<file path="config.mk">
export PLATFORM = sky130hd
export DESIGN_NAME = layer_addr_gen
export DESIGN_NICKNAME = d
export VERILOG_FILES = /design/src/rtl/layer_addr_gen_pkg.sv /design/src/rtl/layer_addr_gen_ctrl.sv /design/src/rtl/layer_addr_gen_dp.sv /design/src/rtl/layer_addr_gen.sv
export SDC_FILE = /design/constraint.sdc
export NUM_CORES = 1
export LEC_CHECK = 0
export ABC_AREA = 1
export BUFFER_PORTS_ARGS = -buffer_cell sky130_fd_sc_hd__buf_2
export CAP_MARGIN = 40
export CORE_MARGIN = 2
export CORE_UTILIZATION = 45
export CTS_CLUSTER_DIAMETER = 50
export CTS_CLUSTER_SIZE = 16
export DETAILED_ROUTE_END_ITERATION = 12
export GPL_ROUTABILITY_DRIVEN = 0
export PLACE_DENSITY = 0.58
export RECOVER_POWER = 100
export SLEW_MARGIN = 15
export SYNTH_ARGS = -nofsm -noshare
export SYNTH_HDL_FRONTEND = slang
export SYNTH_SLANG_ARGS = --single-unit
</file>
<file path="constraint.sdc">
create_clock -name clk -period 10.5 [get_ports clk]
set_input_delay 1.05 -clock clk [delete_from_list [all_inputs] [get_ports clk]]
set_output_delay 1.05 -clock clk [all_outputs]
set_load 0.02 [all_outputs]
</file>
<file path="src/rtl/layer_addr_gen_pkg.sv">
package layer_addr_gen_pkg;

  typedef struct packed {
    logic wrEn;
    logic stepEn;
  } ctlStrobe_t;

endpackage

</file>
<file path="src/rtl/layer_addr_gen_ctrl.sv">
module layer_addr_gen_ctrl
  import layer_addr_gen_pkg::*;
#(
  parameter int MAX_ENTRIES  = 22,
  parameter int GROUP_LAYERS = 9,
  localparam int IDX_W   = $clog2(MAX_ENTRIES),
  localparam int CNT_W   = $clog2(MAX_ENTRIES + 1),
  localparam int LAYER_W = $clog2(GROUP_LAYERS)
) (
  input  logic               clk,
  input  logic               rstN,
  input  logic               loadStart,
  input  logic [CNT_W-1:0]   loadWeight,
  input  logic               romValid,
  input  logic               runLayer,
  output ctlStrobe_t         strobe,
  output logic [IDX_W-1:0]   wrIdx,
  output logic [IDX_W-1:0]   rdIdx,
  output logic               busy,
  output logic               lastEntry,
  output logic [CNT_W-1:0]   curWeight,
  output logic [LAYER_W-1:0] layerCnt,
  output logic               needLoad
);

  logic [CNT_W-1:0] wrPtr;
  logic [CNT_W-1:0] effWeight;
  logic [CNT_W-1:0] lastIdx;
  logic             loadDone;
  logic             loadAccept;
  logic             runAccept;
  logic             groupEnd;

  always_comb begin
    if (loadWeight == '0)
      effWeight = CNT_W'(1);
    else if (loadWeight > CNT_W'(MAX_ENTRIES))
      effWeight = CNT_W'(MAX_ENTRIES);
    else
      effWeight = loadWeight;
  end

  assign lastIdx    = curWeight - CNT_W'(1);
  assign loadDone   = (wrPtr >= curWeight);
  assign loadAccept = loadStart & ~busy;
  assign runAccept  = runLayer & ~busy & ~needLoad & loadDone & ~loadStart;
  assign lastEntry  = busy & (CNT_W'(rdIdx) == lastIdx);
  assign groupEnd   = (layerCnt == LAYER_W'(GROUP_LAYERS - 1));

  assign strobe.wrEn   = romValid & ~busy & ~loadStart & ~loadDone;
  assign strobe.stepEn = busy;
  assign wrIdx         = wrPtr[IDX_W-1:0];

  always_ff @(posedge clk or negedge rstN) begin
    if (!rstN) begin
      curWeight <= CNT_W'(1);
      wrPtr     <= CNT_W'(1);
      rdIdx     <= '0;
      busy      <= 1'b0;
      layerCnt  <= '0;
      needLoad  <= 1'b1;
    end else if (loadAccept) begin
      curWeight <= effWeight;
      wrPtr     <= '0;
      layerCnt  <= '0;
      needLoad  <= 1'b0;
    end else begin
      if (strobe.wrEn)
        wrPtr <= wrPtr + CNT_W'(1);
      if (runAccept) begin
        busy  <= 1'b1;
        rdIdx <= '0;
      end else if (busy) begin
        if (lastEntry) begin
          busy  <= 1'b0;
          rdIdx <= '0;
          if (groupEnd) begin
            layerCnt <= '0;
            needLoad <= 1'b1;
          end else begin
            layerCnt <= layerCnt + LAYER_W'(1);
          end
        end else begin
          rdIdx <= rdIdx + IDX_W'(1);
        end
      end
    end
  end

endmodule

</file>
<file path="src/rtl/layer_addr_gen_dp.sv">
module layer_addr_gen_dp
  import layer_addr_gen_pkg::*;
#(
  parameter int MAX_ENTRIES  = 22,
  parameter int GROUP_LAYERS = 9,
  parameter int LANES        = 40,
  parameter int ADDR_W       = 11,
  localparam int IDX_W   = $clog2(MAX_ENTRIES),
  localparam int SHIFT_W = $clog2(LANES)
) (
  input  logic               clk,
  input  logic               rstN,
  input  ctlStrobe_t         strobe,
  input  logic [IDX_W-1:0]   wrIdx,
  input  logic [IDX_W-1:0]   rdIdx,
  input  logic [ADDR_W-1:0]  romAddr,
  input  logic [SHIFT_W-1:0] romShift,
  output logic [ADDR_W-1:0]  selAddr,
  output logic [SHIFT_W-1:0] selShift
);

  logic [ADDR_W-1:0]  addrQ  [MAX_ENTRIES];
  logic [SHIFT_W-1:0] shiftQ [MAX_ENTRIES];
  logic [ADDR_W-1:0]  slotPos;
  logic               slotWrap;
  logic [ADDR_W-1:0]  nxtAddr;
  logic [SHIFT_W-1:0] nxtShift;

  assign selAddr  = addrQ[rdIdx];
  assign selShift = shiftQ[rdIdx];

  always_comb begin
    slotPos  = selAddr % ADDR_W'(GROUP_LAYERS);
    slotWrap = (slotPos == ADDR_W'(GROUP_LAYERS - 1));
    if (slotWrap) begin
      nxtAddr = selAddr - ADDR_W'(GROUP_LAYERS - 1);
      if (selShift == '0)
        nxtShift = SHIFT_W'(LANES - 1);
      else
        nxtShift = selShift - SHIFT_W'(1);
    end else begin
      nxtAddr  = selAddr + ADDR_W'(1);
      nxtShift = selShift;
    end
  end

  for (genvar e = 0; e < MAX_ENTRIES; e++) begin : gEntry
    always_ff @(posedge clk or negedge rstN) begin
      if (!rstN) begin
        addrQ[e]  <= '0;
        shiftQ[e] <= '0;
      end else if (strobe.wrEn && wrIdx == IDX_W'(e)) begin
        addrQ[e]  <= romAddr;
        shiftQ[e] <= romShift;
      end else if (strobe.stepEn && rdIdx == IDX_W'(e)) begin
        addrQ[e]  <= nxtAddr;
        shiftQ[e] <= nxtShift;
      end
    end
  end

endmodule

</file>
<file path="src/rtl/layer_addr_gen.sv">
module layer_addr_gen
  import layer_addr_gen_pkg::*;
#(
  parameter int MAX_ENTRIES  = 22,
  parameter int GROUP_LAYERS = 9,
  parameter int LANES        = 40,
  parameter int ADDR_W       = 11,
  localparam int IDX_W   = $clog2(MAX_ENTRIES),
  localparam int CNT_W   = $clog2(MAX_ENTRIES + 1),
  localparam int SHIFT_W = $clog2(LANES),
  localparam int LAYER_W = $clog2(GROUP_LAYERS)
) (
  input  logic               clk,
  input  logic               rstN,
  input  logic               loadStart,
  input  logic [CNT_W-1:0]   loadWeight,
  input  logic               romValid,
  input  logic [ADDR_W-1:0]  romAddr,
  input  logic [SHIFT_W-1:0] romShift,
  input  logic               runLayer,
  output logic               outValid,
  output logic [IDX_W-1:0]   outIdx,
  output logic [ADDR_W-1:0]  outAddr,
  output logic [SHIFT_W-1:0] outShift,
  output logic               outLast,
  output logic [LAYER_W-1:0] layerIdx,
  output logic               needLoad
);

  ctlStrobe_t       strobe;
  logic [IDX_W-1:0] wrIdx;
  logic [IDX_W-1:0] rdIdx;
  logic             busy;
  logic             lastEntry;
  logic [CNT_W-1:0] curWeight;

  layer_addr_gen_ctrl #(
    .MAX_ENTRIES (MAX_ENTRIES),
    .GROUP_LAYERS(GROUP_LAYERS)
  ) ctrl_i (
    .clk       (clk),
    .rstN      (rstN),
    .loadStart (loadStart),
    .loadWeight(loadWeight),
    .romValid  (romValid),
    .runLayer  (runLayer),
    .strobe    (strobe),
    .wrIdx     (wrIdx),
    .rdIdx     (rdIdx),
    .busy      (busy),
    .lastEntry (lastEntry),
    .curWeight (curWeight),
    .layerCnt  (layerIdx),
    .needLoad  (needLoad)
  );

  layer_addr_gen_dp #(
    .MAX_ENTRIES (MAX_ENTRIES),
    .GROUP_LAYERS(GROUP_LAYERS),
    .LANES       (LANES),
    .ADDR_W      (ADDR_W)
  ) dp_i (
    .clk     (clk),
    .rstN    (rstN),
    .strobe  (strobe),
    .wrIdx   (wrIdx),
    .rdIdx   (rdIdx),
    .romAddr (romAddr),
    .romShift(romShift),
    .selAddr (outAddr),
    .selShift(outShift)
  );

  assign outValid = busy;
  assign outIdx   = rdIdx;
  assign outLast  = lastEntry;

endmodule

</file>
### After elaboration in Yosys (flattened, before gate mapping)

Index checks and enable logic that the tools add are counted.

| storage, ports and cells | value |
|---|---|
| register bits | 395 |
| input bits | 27 |
| output and inout port bits | 29 |
| word-level logic and storage cells | 317 |

| cells by class | value |
|---|---|
| add/subtract/negate cells | 7 |
| divide/modulo/power cells | 1 |
| $lt $le $gt $ge | 3 |
| equality and inequality tests | 46 |
| muxes and demuxes | 117 |
| bitwise gates (word level) | 15 |
| reduce and logical (&&, ||, !) cells | 78 |

Operators by type and width:

| cell | count |
|---|---|
| two-way mux 11 bit | 47 |
| two-way mux 6 bit | 48 |
| == test 5 x 4 -> 1 bit (second input constant) | 16 |
| == test 5 bit (second input constant) | 12 |
| binary-select mux 11 bit (select 5 bit) | 1 |
| nonzero test 2 bit | 27 |
| logical AND 1 bit | 44 |
| == test 5 x 3 -> 1 bit (second input constant) | 8 |
| two-way mux 5 bit | 7 |
| binary-select mux 6 bit (select 5 bit) | 1 |
| == test 5 x 2 -> 1 bit (second input constant) | 4 |
| two-way mux 4 bit | 5 |
| logical NOT 5 bit | 3 |
| adder 11 x 1 -> 11 bit (second input constant) | 1 |
| == test 11 x 4 -> 1 bit (second input constant) | 1 |
| modulo 11 x 4 -> 11 bit (second input constant) | 1 |
| subtractor 11 x 4 -> 11 bit (second input constant) | 1 |
| adder 5 x 1 -> 5 bit (second input constant) | 2 |
| == test 5 x 1 -> 1 bit (second input constant) | 2 |
| bitwise AND 1 bit | 9 |
| two-way mux 1 bit | 8 |
| greater-or-equal comparator 6 bit (second input constant) | 1 |
| logical NOT 6 bit | 1 |
| inverter 5 -> 6 bit | 1 |
| other kinds (12) | 16 |

### Longest topological paths before layout

Gate-level depths: netlist of the first run.

| logic depth | value |
|---|---|
| word-level depth | 9 |
| depth in mapped cells | 67 |

### Modules after synthesis

A second synthesis of the first run with hierarchy kept.

| unflattened totals | value |
|---|---|
| cell total of the unflattened synthesis | 3,745 |
| area total of the unflattened synthesis | 25,341.8 um^2 |

By module, submodules not included:

| module | instances | cells an instance | area an instance (um^2) |
|---|---|---|---|
| layer_addr_gen_dp | 1 | 3,563 | 23,945.5 |
| layer_addr_gen_ctrl | 1 | 182 | 1,396.3 |

### Worst setup path after synthesis of the first run

Ideal clock, no wire load.

| timing path | value |
|---|---|
| path kind | reg-to-reg |
| start | register ctrl_i.rdIdx[0] |
| end | register dp_i.shiftQ[105] in the netlist's numbering |
| library setup time | 117 ps |
| data arrival time | 7,216 ps |
| required time | 10,383 ps |
| slack | 3,167 ps |
| stages on the path, launching flop included | 62 |
| clock period less this slack | 7,333 ps |
| path through | dfrtp_1 > buf_4 > buf_4 > buf_4 > clkbuf_1 > clkbuf_1 > clkbuf_1 > o21ai_0 > nand2_1 > a22o_1 > inv_1 > o21ai_1 > inv_1 > ha_1 > nand3_1 > nor2_1 > nand2_1 > nand2_1 > (+26 left out) > ha_1 > inv_1 > xor2_1 > inv_1 > nand2_1 > nand2_2 > nand3_2 > nand4_4 > nand2_1 > nand3_2 > nor2_8 > nand2_4 > buf_8 > nand2_1 > nand2_2 > buf_6 > nand2_1 > nand2_1 |

| between the ends | value |
|---|---|
| word-level cells in the longest chain between the ends | 9 |
| elaborated cells between the ends (all ways) | 18 |
| those cells by class | 1 x add/sub; 1 x div; 2 x eq/ne; 10 x mux; 1 x bitwise; 3 x reduce/logical |

RTL lines:

| element | line | RTL |
|---|---|---|
| start: declaration | layer_addr_gen_ctrl.sv:18 | `output logic [IDX_W-1:0] rdIdx,` |
| start signal: assignment | layer_addr_gen_ctrl.sv:84 | `rdIdx <= rdIdx + IDX_W'(1);` |
| inverter 5 -> 6 bit (implied by the code) | layer_addr_gen_dp.sv:29 | `assign selAddr = addrQ[rdIdx];` |
| binary-select mux 11 bit (select 5 bit) | layer_addr_gen_dp.sv:29 |  |
| two-way mux 11 bit (implied by the code) (2 in a row) | layer_addr_gen_dp.sv:29 |  |
| named net outAddr[3] | layer_addr_gen.sv:23 | `output logic [ADDR_W-1:0] outAddr,` |
| modulo 11 x 4 -> 11 bit | layer_addr_gen_dp.sv:33 | `slotPos = selAddr % ADDR_W'(GROUP_LAYERS);` |
| == test 11 x 4 -> 1 bit | layer_addr_gen_dp.sv:34 | `slotWrap = (slotPos == ADDR_W'(GROUP_LAYERS - 1));` |
| two-way mux 6 bit | layer_addr_gen_dp.sv:35 | `if (slotWrap) begin` |
| two-way mux 6 bit | layer_addr_gen_dp.sv:55 | `end else if (strobe.stepEn && rdIdx == IDX_W'(e)) begin` |
| two-way mux 6 bit | layer_addr_gen_dp.sv:52 | `end else if (strobe.wrEn && wrIdx == IDX_W'(e)) begin` |
| end signal: indexed assignment | layer_addr_gen_dp.sv:54 | `shiftQ[e] <= romShift;` |
| end signal: indexed assignment | layer_addr_gen_dp.sv:57 | `shiftQ[e] <= nxtShift;` |
| end: declaration | layer_addr_gen_dp.sv:23 | `logic [SHIFT_W-1:0] shiftQ [MAX_ENTRIES];` |

The timed path passes the listed nets, and every way through them passes these cells. The select of a mux whose other input is x is not followed.
A chain may end at the register's enable or synchronous reset.

### Worst setup path after layout of the first run

| timing path | value |
|---|---|
| start | register ctrl_i.rdIdx[0] |
| end | register dp_i.shiftQ[0] in the netlist's numbering |

| between the ends | value |
|---|---|
| word-level cells in the longest chain between the ends | 9 |
| elaborated cells between the ends (all ways) | 18 |
| those cells by class | 1 x add/sub; 1 x div; 2 x eq/ne; 10 x mux; 1 x bitwise; 3 x reduce/logical |

RTL lines:

| element | line |
|---|---|
| inverter 5 -> 6 bit (implied by the code) | layer_addr_gen_dp.sv:29, layer_addr_gen_dp.sv:30 |
| binary-select mux 11 bit (select 5 bit) or binary-select mux 6 bit (select 5 bit) (tied branches) | layer_addr_gen_dp.sv:29, layer_addr_gen_dp.sv:30 |
| two-way mux 11 bit (implied by the code) or two-way mux 6 bit (tied branches) (2 in a row) | layer_addr_gen_dp.sv:29, layer_addr_gen_dp.sv:30 |
| modulo 11 x 4 -> 11 bit (tied with other cells) | layer_addr_gen_dp.sv:33 |
| == test 11 x 4 -> 1 bit or two-way mux 6 bit (tied branches) | layer_addr_gen_dp.sv:34, layer_addr_gen_dp.sv:37 |
| two-way mux 6 bit | layer_addr_gen_dp.sv:35 |
| two-way mux 6 bit | layer_addr_gen_dp.sv:55 |
| two-way mux 6 bit | layer_addr_gen_dp.sv:52 |

Parallel ways exist; a longest one is shown, timed or not. The select of a mux whose other input is x is not followed.

==> results of run 1 <==
[area by class of cell]
cell class                      count  share of cell area
Multi-Input combinational cell   2233               0.384
Sequential cell                   395               0.344
Inverter                          856               0.112
Timing Repair Buffer              171              0.0581
Clock buffer                       61              0.0512
Tap cell                          748              0.0326
Clock inverter                     41              0.0178
[stage by stage]
| stage | std cells | area [um^2] | setup WS [ns] | utilization |
|---|---|---|---|---|
| after floorplan | 3713 | 25300 | 3.17 | - |
| after global placement | 4336 | 25800 | 1.93 | 0.466 |
| after detailed placement | 4400 | 26800 | 2.00 | 0.484 |
| after CTS | 4502 | 28800 | 1.96 | 0.520 |
| after global routing | 4505 | 28700 | 0.534 | 0.519 |
| final | 4505 | 28700 | 1.29 | 0.519 |
[registers in the layout (all words and copies together), names as in the netlist]
register and flops:
ctrl_i.rdIdx 5, ctrl_i.needLoad 1, dp_i.shiftQ 132, ctrl_i.busy 1
ctrl_i.wrIdx 5, dp_i.addrQ 242, ctrl_i.layerCnt 4, ctrl_i.curWeight 5
[synth_stat cells (12+ instances only)]
| cell type | count | share of area |
|---|---|---|
| nand2_1 | 977 | 0.14 |
| buf_2 | 48 | 0.0095 |
| buf_6 | 24 | 0.011 |
| dfrtp_1 | 392 | 0.39 |
| o211ai_1 | 12 | 0.0036 |
| nand2_2 | 37 | 0.0091 |
| o22ai_1 | 364 | 0.090 |
| xor2_1 | 22 | 0.0076 |
| inv_1 | 838 | 0.12 |
| nor2_1 | 89 | 0.013 |
| a21oi_1 | 160 | 0.032 |
| nor3_1 | 19 | 0.0038 |
| o21ai_1 | 35 | 0.0069 |
| clkbuf_1 | 123 | 0.018 |
| buf_4 | 28 | 0.0083 |
| ha_1 | 30 | 0.015 |
| nand3_1 | 246 | 0.049 |
| o21ai_0 | 160 | 0.032 |
| nand4_1 | 13 | 0.0032 |
| inv_2 | 15 | 0.0022 |
[layer usage]
| layer | GRT usage | routed length (um) | up-vias |
|---|---|---|---|
| met3 | 0.0619 | 9490 | 201 |
| met1 | 0.473 | 41500 | 11700 |
| met2 | 0.504 | 41500 | 1200 |
| met4 | 0.158 | 4870 | 0 |
| li1 | - | - | 11700 |
| met5 | 0 | 0 | - |
[worst register-to-register path, delay by kind of cell (launching register included)]
kind / cells / cell delay (ns)
and+or+nand+nor: 39 / 5.52
DFF: 1 / 0.74
adders and majority gates: 1 / 0.21
buffers and inverters: 4 / 1.84
AOI/OAI and AO/OA: 4 / 0.75
[worst max-delay path by stage]
stage	from	to	slack, ns	cells past startpoint
after floorplan	ctrl_i.rdIdx[0]	dp_i.shiftQ[105]	3.17	61
after global placement	ctrl_i.rdIdx[0]	dp_i.addrQ[93]	1.93	55
after detailed placement	ctrl_i.rdIdx[0]	dp_i.addrQ[86]	2.00	53
after CTS	ctrl_i.rdIdx[0]	dp_i.addrQ[86]	1.96	53
after global routing	ctrl_i.rdIdx[0]	dp_i.addrQ[178]	0.53	59
final	ctrl_i.rdIdx[0]	dp_i.shiftQ[0]	1.29	48
[cell families after synthesis]
group / after synthesis / synth area share
compound gates: 756 / 0.172
xor+xnor: 30 / 0.0104
fa+ha+maj: 30 / 0.0148
buf+inv: 1085 / 0.175
flops: 395 / 0.391
simple gates: 1417 / 0.237
==> impl_results.md, run 1 <==
- Result of the run: finished, violations left
- Violations in the final reports: max-capacitance violations, max-slew violations
- Routed vias: approximately 25k
- Number of register bits inferred by synthesis: between 300 and 400
- Commonest non-fill, non-tap cell in the layout: nand2_1
- Synth Cell Area: around 25,000 um^2
- Unrepaired setup endpoints after global routing: false
- Transition time of the tightest slew-check pin: about 5.5 ns
- Worst min path class: reg -> reg
- Worst clock skew: 0.0204 ns
- Final hold violation count: 0
- GRT Overall Usage: 0.337
- Sink Count: slightly below 400
- Final critical-path required period: roughly 9 ns
- Detailed-route wire length: between 90,000 and 100,000 um
- Growth of design area from synthesis to finish: 13.5%
- Sequential fraction of the synthesis area: 0.391
- Number of remaining DRC errors: 0
- Remaining number of nets flagged by the antenna check after routing: 0
- Slack of the worst reg-to-reg path: 1.29 ns
- Antenna fix cells: 0
- Via density: roughly 5.5
- Number of buffers between clock root and the deepest sink: 3
- Root buffer cell: clkbuf_16
- Number of search-and-repair iterations in the first detailed-routing pass: 6
- Average wire per standard cell: between 20 and 25 um
- Clock tree from TritonCTS: yes
- Initial antenna violation count: 0
- Sort of element at the end of the critical path: flip-flop
- Slowest stage cell, crit path: clkbuf_1
- Post-detailed-placement half-perimeter wirelength: between 60,000 and 70,000 um
- Num ports: 56
- Most instantiated flip-flop cell in the synthesis netlist: dfrtp_1
- Req. time, crit path: about 11 ns
- Count of buffer and inverter cells on the critical path: 4
- Max H-tree Level: 2
- Critical path fanouts, max: between 60 and 70
- Worst slew margin relative to its limit: -2.66
- Fin Hold WS: 0.512 ns
- Via count of the first global-routing pass: 23.1k
- Net count reported at finish: around 3.8k
- Cell depth of the worst hold path: 2
- # fillers: ~5.6k
- Number of violations reported at the end of detailed-routing iteration 0: between 2k and 3k
- First-pass GRT wire length: around 150,000 um
- Cell family with the largest share of critical-path delay: simple AND/OR/NAND/NOR gates
- Die outline area: between 50,000 and 60,000 um^2
- Initial Util: 0.457
- Multi-input gate area in the final layout: ~11,000 um^2
- Seq. cell area: a little under 10,000 um^2
- Data arrival time of the critical path: roughly 9.7 ns
- CTS-repair resized insts: 0
- Highest achievable clock rate: ~0.11 GHz
- Maximum capacitance violations: 5
- Post-CTS Setup Inserts: 0
- Buffers on Ports: 55
- Most prevalent standard cell on the critical path: nand2_1
- Reg2reg path depth: 48
- Most frequent cells in the layout: 984 x nand2_1, 840 x inv_1, 391 x dfrtp_1
- Final TNS setup: 0 ns
- Startpoint of the worst register-to-register path: ctrl_i.rdIdx[0]
- Chip Width: roughly 240 um
- Hold_sp: ctrl_i.needLoad
- Hold-fix buffer count after cts: 0
- Path type of the worst setup path: reg -> reg
- Synth Instances: 3,713
- Critical Path Max Stage Delay: approximately 0.9 ns
- Pin count of the biggest net entering global routing: 173
- Crit share post-route: 0.877
- Critical R2R Capture: dp_i.shiftQ[0]
- Synthesis warning total: 0
- Syn_nets: around 3.8k
- Async set-reset flop share out of synthesis: 1.00
- Core Rows: between 80 and 90
- Worst skew pair latency: just over 0.6 ns
- Floorplan die height: ~240 um
- Core Footprint: roughly 55,000 um^2
- WHS Endpoint: ctrl_i.needLoad
- Number of library cell types mapped by synthesis: 51
- Critical path launch point type: flip-flop
- Final setup fails: 0
- Mean instance size in the synthesized netlist: approximately 6.8 um^2
- Share of final-layout standard cells stronger than drive strength 1: 0.0940
- Number of buffers created by CTS: 54
- Clock-pin slew of the registers on the worst-case setup and hold paths: ~0.060 ns
- Sum of overflow across all layers after global routing: 0
- Count of flip-flops with a built-in enable after synthesis: 0
- Final slew viol count: 254
Power of run 1 is left out: the tool's default activity adds up to more than one toggle a clock period on the data nets, which glitch-free logic cannot reach.
==> run 2, diff against run 1 <==
--- a/config.mk
+++ b/config.mk
@@ -8,7 +8,7 @@
 export ABC_AREA = 1
 export BUFFER_PORTS_ARGS = -buffer_cell sky130_fd_sc_hd__buf_2
 export CAP_MARGIN = 40
-export CORE_MARGIN = 2
+export CORE_MARGIN = 1
 export CORE_UTILIZATION = 45
 export CTS_CLUSTER_DIAMETER = 50
 export CTS_CLUSTER_SIZE = 16
==> impl_results.md, run 2 (synthesized netlist as in run 1, its figures left out) <==
- Result of the run: finished, violations left
- Violations in the final reports: max-capacitance violations, max-slew violations
- Number of violations reported at the end of detailed-routing iteration 0: 2,724 (-4.1%)
- Floorplan die height: 239 um (-0.83%)
- Root buffer cell: clkbuf_16
- Worst min path class: reg -> reg
- Worst clock skew: 0.0324 ns (+0.0119 ns)
- Post-CTS Setup Inserts: 0 (unchanged)
- Core Rows: 86 (unchanged)
- Final critical-path required period: 9.26 ns (+0.0515 ns)
- Via count of the first global-routing pass: 22.9k (-0.94%)
- Final slew viol count: 365 (+44%)
- Clock-pin slew of the registers on the worst-case setup and hold paths: 0.06 ns (about the same)
- Path type of the worst setup path: reg -> reg
- Most frequent cells in the layout: 986 x nand2_1, 839 x inv_1, 390 x dfrtp_1
- Initial antenna violation count: 2 (+2)
- GRT Overall Usage: 0.341 (+0.00354)
- Max H-tree Level: 2 (unchanged)
- Initial Util: 0.458 (+0.000889)
- Top Registers: dp_i.addrQ (242), dp_i.shiftQ (132)
- Critical path fanouts, max: 72 (+5.9%)
- Final TNS setup: 0 ns (unchanged)
- Post-detailed-placement half-perimeter wirelength: 62,300 um (-2.0%)
- Number of buffers between clock root and the deepest sink: 3 (unchanged)
- Number of buffers created by CTS: 54 (unchanged)
- Unrepaired setup endpoints after global routing: false
- First-pass GRT wire length: 146,000 um (-0.44%)
- Number of search-and-repair iterations in the first detailed-routing pass: 8 (+2)
- Chip Width: 239 um (-0.83%)
- Number of remaining DRC errors: 0 (unchanged)
- Pin count of the biggest net entering global routing: 150 (-13%)
- Clock tree from TritonCTS: yes
- Sink Count: 395 (unchanged)
- Core Footprint: 55,300 um^2 (-0.19%)
- Share of final-layout standard cells stronger than drive strength 1: 0.0887 (-0.00528)
- Critical path launch point type: flip-flop
- Net count reported at finish: 3,756 (-0.32%)
- Max reg flops: 242 (unchanged)
- Commonest non-fill, non-tap cell in the layout: nand2_1
- Highest achievable clock rate: 0.108 GHz (-0.56%)
- Detailed-route wire length: 96,800 um (-0.62%)
- Die outline area: 57,200 um^2 (-1.7%)
- Average wire per standard cell: 21.5 um (-0.35%)
- Req. time, crit path: 11.00 ns (+0.02 ns)
- Most prevalent standard cell on the critical path: nand2_1
- CTS-repair resized insts: 0 (unchanged)
- Final setup fails: 0 (unchanged)
- Critical Path Max Stage Delay: 0.76 ns (-0.15 ns)
- Slowest stage cell, crit path: dfrtp_4
- Remaining number of nets flagged by the antenna check after routing: 0 (unchanged)
- Num ports: 56 (unchanged)
- Routed vias: 24.8k (-0.036%)
- Maximum capacitance violations: 6 (+1)
- Worst skew pair latency: 0.63 ns (about the same)
- Final hold violation count: 0 (unchanged)
- Hold-fix buffer count after cts: 0 (unchanged)
- Worst slew margin relative to its limit: -1.77 (+0.888)
- Sum of overflow across all layers after global routing: 0 (unchanged)
- Buffers on Ports: 55 (unchanged)
- Crit share post-route: 0.882 (+0.00490)
- Via density: 5.52 (+0.23%)
- Data arrival time of the critical path: 9.76 ns (+0.07 ns)
- Sort of element at the end of the critical path: flip-flop
- Register with the highest flop count: dp_i.addrQ
- Transition time of the tightest slew-check pin: 4.16 ns (-1.33 ns)
- Growth of design area from synthesis to finish: 12.0%
-- run 2: critical path: cells and delay by family (launching register included) --
kind	cells	cell delay [ns]
fa+ha+maj	2	0.50
compound gates	6	1.47
simple gates	40	4.54
buf+inv	4	1.74
flops	1	0.76
-- run 2: per-stage QoR --
step                       util  area, um^2  hold slack [ns]  cells  setup slack, ns
final                     0.513       28400            0.523   4493             1.24
after global routing      0.513       28400            0.548   4492            0.500
after CTS                 0.515       28500            0.411   4490             1.85
after detailed placement  0.480       26600            0.518   4389             1.86
after global placement    0.467       25900            0.503   4341             1.86
after floorplan               -       25300            0.520   3713             3.17
-- run 2: layer usage --
layer | part of all wire | global-route usage | up-vias
li1 | - | - | 11700
met1 | 0.42 | 0.473 | 11700
met2 | 0.43 | 0.502 | 1219
met3 | 0.11 | 0.0740 | 212
met4 | 0.048 | 0.163 | 4
met5 | 0.00033 | 0 | -
-- run 2: cell type report --
cell class                 count  area, um^2
antenna                        1        2.50
inverter                     856        3220
tap                          748         936
multi-input combinational   2233       11000
timing repair buffer         159        1390
clock buffer                  66        1460
fill                        5715       26900
sequential                   395        9900
clock inverter                35         444
-- run 2: worst paths after layout --
| check | startpoint | endpoint | slack [ns] | depth (start not counted) |
|---|---|---|---|---|
| setup reg to reg | ctrl_i.rdIdx[0] | dp_i.addrQ[76] | 1.24 | 52 |
| max in group asynchronous | rstN | dp_i.addrQ[40] | 1.94 | 4 |
| min in group asynchronous | rstN | dp_i.shiftQ[40] | 1.89 | 1 |
| hold reg to reg | ctrl_i.needLoad | ctrl_i.needLoad | 0.52 | 2 |
| hold / removal | ctrl_i.needLoad | ctrl_i.needLoad | 0.52 | 2 |
| setup / recovery | ctrl_i.rdIdx[0] | dp_i.addrQ[76] | 1.24 | 52 |
Power of run 2 is left out for the same reason.
